$ cat config.mk
export PLATFORM = sky130hd
export DESIGN_NAME = flash_status_mux
export DESIGN_NICKNAME = d
export VERILOG_FILES = /design/src/rtl/flash_status_pkg.sv /design/src/rtl/flash_status_ctrl.sv /design/src/rtl/flash_status_dp.sv /design/src/rtl/flash_status_mux.sv
export SDC_FILE = /design/constraint.sdc
export NUM_CORES = 1
export LEC_CHECK = 0
export BUFFER_PORTS_ARGS = -buffer_cell sky130_fd_sc_hd__buf_2
export CORE_AREA = 2 2 39 41
export DETAILED_ROUTE_END_ITERATION = 10
export DIE_AREA = 0 0 41 43
export SKIP_LAST_GASP = 1
export SYNTH_ARGS = -nofsm -noshare
export SYNTH_HDL_FRONTEND = slang
export SYNTH_SLANG_ARGS = --single-unit
$ cat constraint.sdc
create_clock -name clk -period 2.3 [get_ports clk]
set_input_delay 0.23 -clock clk [delete_from_list [all_inputs] [get_ports clk]]
set_output_delay 0.23 -clock clk [all_outputs]
set_load 0.01 [all_outputs]
$ cat src/rtl/flash_status_pkg.sv
package flash_status_pkg;
  // Strobes from the control to the datapath
  typedef struct packed {
    logic capture;    // an access is open this cycle
    logic toggleBit;  // toggle level to present at this edge
  } rdCtl_t;
endpackage

$ cat src/rtl/flash_status_ctrl.sv
module flash_status_ctrl
  import flash_status_pkg::*;
(
  input  logic   clk,
  input  logic   rstN,
  input  logic   busy,
  input  logic   ceN,
  input  logic   oeN,
  output rdCtl_t ctl,
  output logic   driveEn
);
  logic accessNow;
  logic accessQ;
  logic readStart;
  logic toggleQ;

  assign accessNow = !ceN && !oeN;
  assign readStart = accessNow && !accessQ;

  always_ff @(posedge clk) begin
    if (!rstN) begin
      accessQ <= 1'b0;
      toggleQ <= 1'b0;
    end else begin
      accessQ <= accessNow;
      if (readStart && busy) toggleQ <= !toggleQ;
    end
  end

  always_comb begin
    ctl.capture   = accessNow;
    ctl.toggleBit = (readStart && busy) ? !toggleQ : toggleQ;
  end

  assign driveEn = accessQ;


  toggle_flip_chk: assert property (@(posedge clk) disable iff (!rstN)
    (readStart && busy) |=> (toggleQ != $past(toggleQ)));


  toggle_hold_chk: assert property (@(posedge clk) disable iff (!rstN)
    !(readStart && busy) |=> $stable(toggleQ));


  drive_follow_chk: assert property (@(posedge clk) disable iff (!rstN)
    accessNow |=> driveEn);
endmodule

$ cat src/rtl/flash_status_dp.sv
module flash_status_dp
  import flash_status_pkg::*;
#(
  parameter int DATA_W   = 8,
  parameter int POLL_POS = 7,
  parameter int TOG_POS  = 6
)(
  input  logic              clk,
  input  logic              rstN,
  input  logic              busy,
  input  logic              eraseOp,
  input  logic              loadedBit,
  input  logic [DATA_W-1:0] arrayData,
  input  rdCtl_t            ctl,
  output logic [DATA_W-1:0] busOut
);
  logic [DATA_W-1:0] nextByte;

  for (genvar gi = 0; gi < DATA_W; gi++) begin : g_bit
    if (gi == POLL_POS) begin : g_poll
      assign nextByte[gi] = busy ? (eraseOp ? 1'b0 : !loadedBit) : arrayData[gi];
    end else if (gi == TOG_POS) begin : g_tog
      assign nextByte[gi] = busy ? ctl.toggleBit : arrayData[gi];
    end else begin : g_pass
      assign nextByte[gi] = arrayData[gi];
    end
  end

  always_ff @(posedge clk) begin
    if (!rstN)            busOut <= '0;
    else if (ctl.capture) busOut <= nextByte;
    else                  busOut <= '0;
  end


  true_data_chk: assert property (@(posedge clk) disable iff (!rstN)
    (ctl.capture && !busy) |=> (busOut == $past(arrayData)));


  idle_zero_chk: assert property (@(posedge clk) disable iff (!rstN)
    !ctl.capture |=> (busOut == '0));


  erase_poll_chk: assert property (@(posedge clk) disable iff (!rstN)
    (ctl.capture && busy && eraseOp) |=> !busOut[POLL_POS]);


  prog_poll_chk: assert property (@(posedge clk) disable iff (!rstN)
    (ctl.capture && busy && !eraseOp) |=> (busOut[POLL_POS] != $past(loadedBit)));
endmodule

$ cat src/rtl/flash_status_mux.sv
module flash_status_mux
  import flash_status_pkg::*;
#(
  parameter int DATA_W   = 8,
  parameter int POLL_POS = 7,
  parameter int TOG_POS  = 6
)(
  input  logic              clk,
  input  logic              rstN,
  input  logic              busy,
  input  logic              eraseOp,
  input  logic              loadedBit,
  input  logic              ceN,
  input  logic              oeN,
  input  logic [DATA_W-1:0] arrayData,
  output logic [DATA_W-1:0] busOut,
  output logic              driveEn
);
  rdCtl_t ctl;

  flash_status_ctrl ctrl_i (
    .clk(clk), .rstN(rstN), .busy(busy), .ceN(ceN), .oeN(oeN),
    .ctl(ctl), .driveEn(driveEn)
  );

  flash_status_dp #(.DATA_W(DATA_W), .POLL_POS(POLL_POS), .TOG_POS(TOG_POS)) dp_i (
    .clk(clk), .rstN(rstN), .busy(busy), .eraseOp(eraseOp),
    .loadedBit(loadedBit), .arrayData(arrayData), .ctl(ctl), .busOut(busOut)
  );


  reset_clear_chk: assert property (@(posedge clk)
    !rstN |=> (busOut == '0 && !driveEn));
endmodule

==> results.sh <==
export IMPL_placementRows=14
export IMPL_hold_path_depth=2
export IMPL_commonest_non_fill_non_tap_cells_in_the_layout="23 x sky130_fd_sc_hd__buf_2, 10 x sky130_fd_sc_hd__dfxtp_1, 6 x sky130_fd_sc_hd__and2_1"
export IMPL_port_buffer_count=23
export IMPL_worstHoldEndpoint="dp_i.busOut[2]"
export IMPL_switching_share=0.215
export IMPL_pin_count=24
export IMPL_synth_seq_area_share=0.571
export IMPL_critPathArrivalTime_ns=0.79
export IMPL_outcome="completed"
export IMPL_path_class="reg2out"
export IMPL_fin_crit_sh=0.444
export IMPL_syn_instance_count=28
export IMPL_mostFrequentLayoutCell="sky130_fd_sc_hd__buf_2"
export IMPL_area_growth_syn_to_layout_pct=45.0
export IMPL_grt_max_degree=9
export IMPL_numnets_final=71
export IMPL_dieArea_um2=1760
export IMPL_timing_final_hold_violations=0
export IMPL_cts_tree="yes"
export IMPL_cts_sink_count=10
export IMPL_worst_path_max_fanout=3
export IMPL_timing_clock_skew_ns=0.0000502
export IMPL_ff2ff_path_depth=2
export IMPL_power_switching_uw=71.0
export IMPL_first_global_vias=261
export IMPL_routabilityCongestion=0.755
export IMPL_max_slew_worst_pin_slew_ns=0.289
export IMPL_p_comb_frac=0.105
export IMPL_ys_top_cells_by_area="sky130_fd_sc_hd__dfxtp_1 57%, sky130_fd_sc_hd__and2_1 11%, sky130_fd_sc_hd__nor3b_4 5.4%"
export IMPL_critical_path_slowest_cell="sky130_fd_sc_hd__dfxtp_1"
export IMPL_pwr_share_clk=0.347
export IMPL_postSynthRegisterBits=10
export IMPL_worst_path_largest_cell_delay_ns=0.38
export IMPL_wire_per_inst_um=9.80
export IMPL_number_of_antenna_violations_at_the_first_check_in_global_routing=0
export IMPL_worst_r2r_endpoint="ctrl_i.toggleQ"
export IMPL_hold_path_class="in2reg"
export IMPL_finalMaxSlewViolations=0
export IMPL_crit_start_category="flop"
export IMPL_die_y_um=43
export IMPL_post_synth_instance_area_um2=350
export IMPL_accumulated_negative_setup_slack_ns=0
export IMPL_yosysWarnings=0
export IMPL_synth_top_cell_area_share=0.571
export IMPL_setup_viol=0
export IMPL_final_antenna_net_count=0
export IMPL_vias=293
export IMPL_max_slew_margin=0.804
export IMPL_drt_iter0_markers=3
export IMPL_die_width_um=41
export IMPL_internal_power_uw=259
export IMPL_numCtsBuffers=3
export IMPL_cap_violations=0
export IMPL_latest_clock_arrival_within_the_worst_skew_pair_ns=0.26
export IMPL_regToRegStartpoint="ctrl_i.driveEn"
export IMPL_resize_count_post_cts=0
export IMPL_first_pass_grt_wire_length_mm=1.08
export IMPL_drt_total_wl_um=686
export IMPL_cts_root_buffer_cell="sky130_fd_sc_hd__clkbuf_4"
export IMPL_hpwl_detailed_um=520
export IMPL_worst_r2r_setup_slack_ns=1.44
export IMPL_power_density_nw_per_um2=650
export IMPL_cts_htree_levels=1
export IMPL_syn_mean_instance_area_um2=12.5
export IMPL_start_util=0.253
export IMPL_worst_ir_drop_vdd_v=0.000239
export IMPL_number_of_drc_violations_after_detailed_routing=0
export IMPL_report_power_total_uw=330
export IMPL_grt_setup_unrepaired="false"
export IMPL_critical_path_n_buffers_inverters=1
export IMPL_utilization=0.367
export IMPL_ys_types=14
export IMPL_globalRouteTotalUtil=0.0919
export IMPL_fin_crit_ns=1.02
export IMPL_fmax_mhz=979
export IMPL_crit_required_ns=2.07
export IMPL_critical_path_top_delay_family="flip-flops"
export IMPL_post_cts_setup_buffers=0
export IMPL_cp_cell_sequence="buf_2"
export IMPL_routed_via_density=4.19
export IMPL_syn_num_nets=43
export IMPL_clock_pin_slew_on_the_worst_setup_and_hold_paths_ns=0.06
export IMPL_fillCellCount=153
export IMPL_layout_cells_sized_above_1=0.519
export IMPL_post_synth_top_area_cell="sky130_fd_sc_hd__dfxtp_1"
export IMPL_cellLeakagePower_nw=0.248
export IMPL_globalRoute_totalOverflow=0
export IMPL_design_core_area_um2=1380
export IMPL_length_of_the_first_detailed_routing_pass_in_iterations=2
export IMPL_min_from="arrayData[2]"
export IMPL_seqPwrFrac=0.549
export IMPL_clock_path_buffers=2
export IMPL_setup_worst_path_end_class="output pin"
export IMPL_ctsHoldBuffers=0
export IMPL_number_of_diodes_added_for_antenna_fixing=0
-- power by group through the flow --
stage / Sequential [mW] / Combinational (mW) / Clock (mW)
finish: 0.181 / 0.0346 / 0.114
detailed placement: 0.185 / 0.0347 / 0
floorplan: 0.187 / 0.0119 / 0
global route: 0.181 / 0.0382 / 0.124
CTS: 0.181 / 0.0350 / 0.117
global placement: 0.185 / 0.0345 / 0
-- cells by family after synthesis --
kind of cell | share of synthesized area
DFF | 0.571
muxes | 0.0286
and+or+nand+nor | 0.329
AOI/OAI and AO/OA | 0.0464
xor gates and xnor gates | 0.0250
-- through the flow --
| stage | setup WS [ns] | hold slack [ns] | instances | cell area [µm²] |
|---|---|---|---|---|
| floorplan | 1.46 | 0.316 | 28 | 350 |
| global placement | 1.36 | 0.430 | 67 | 485 |
| detailed placement | 1.34 | 0.433 | 67 | 485 |
| global route | 1.25 | 0.169 | 70 | 508 |
| finish | 1.28 | 0.163 | 70 | 508 |
| CTS | 1.27 | 0.163 | 70 | 508 |
-- metal layers --
layer | up-vias | track usage | share of wire
li1 | 150 | - | -
met1 | 133 | 0.102 | 0.35
met2 | 7 | 0.141 | 0.58
met3 | 3 | 0.0157 | 0.036
met4 | 0 | 0.0800 | 0.032
met5 | - | 0 | 0
-- how the worst max path moves through the flow --
stage	start	endpoint	cells after the start	slack [ns]
4_1_cts	ctrl_i.driveEn	driveEn	1	1.27
2_1_floorplan	ctrl_i.driveEn	ctrl_i.toggleQ	2	1.46
3_3_place_gp	oeN	ctrl_i.toggleQ	3	1.36
6_report	ctrl_i.driveEn	driveEn	1	1.28
5_1_grt	ctrl_i.driveEn	driveEn	1	1.25
3_5_place_dp	oeN	ctrl_i.toggleQ	3	1.34
-- cell usage after synthesis (all sizes together) --
cell and number:
dfxtp 10, and2 6, nor3b 2, nor4b 2
a22o 1, mux2i 1, nand2 1, nor2b 1
nor4bb 1, o21a 1, or2b 1, xnor2 1
-- flip-flops by register name, summed over array words and instances (netlist names) --
signal	count
ctrl_i.toggleQ	1
ctrl_i.driveEn	1
dp_i.busOut	8
-- worst register-to-register path, cell delays in order, from the launching register on --
cell	delay [ns]
sky130_fd_sc_hd__dfxtp_1	0.34
sky130_fd_sc_hd__nor4b_2	0.25
sky130_fd_sc_hd__mux2i_1	0.21
-- layout make-up --
cell class	instances	area, µm²	area share
timing repair buffer	23	115	0.227
tap	16	20.0	0.0394
sequential	10	200	0.394
multi-input combinational	18	150	0.296
clock buffer	3	22.5	0.0443
Power figures use the tool's default switching activity.
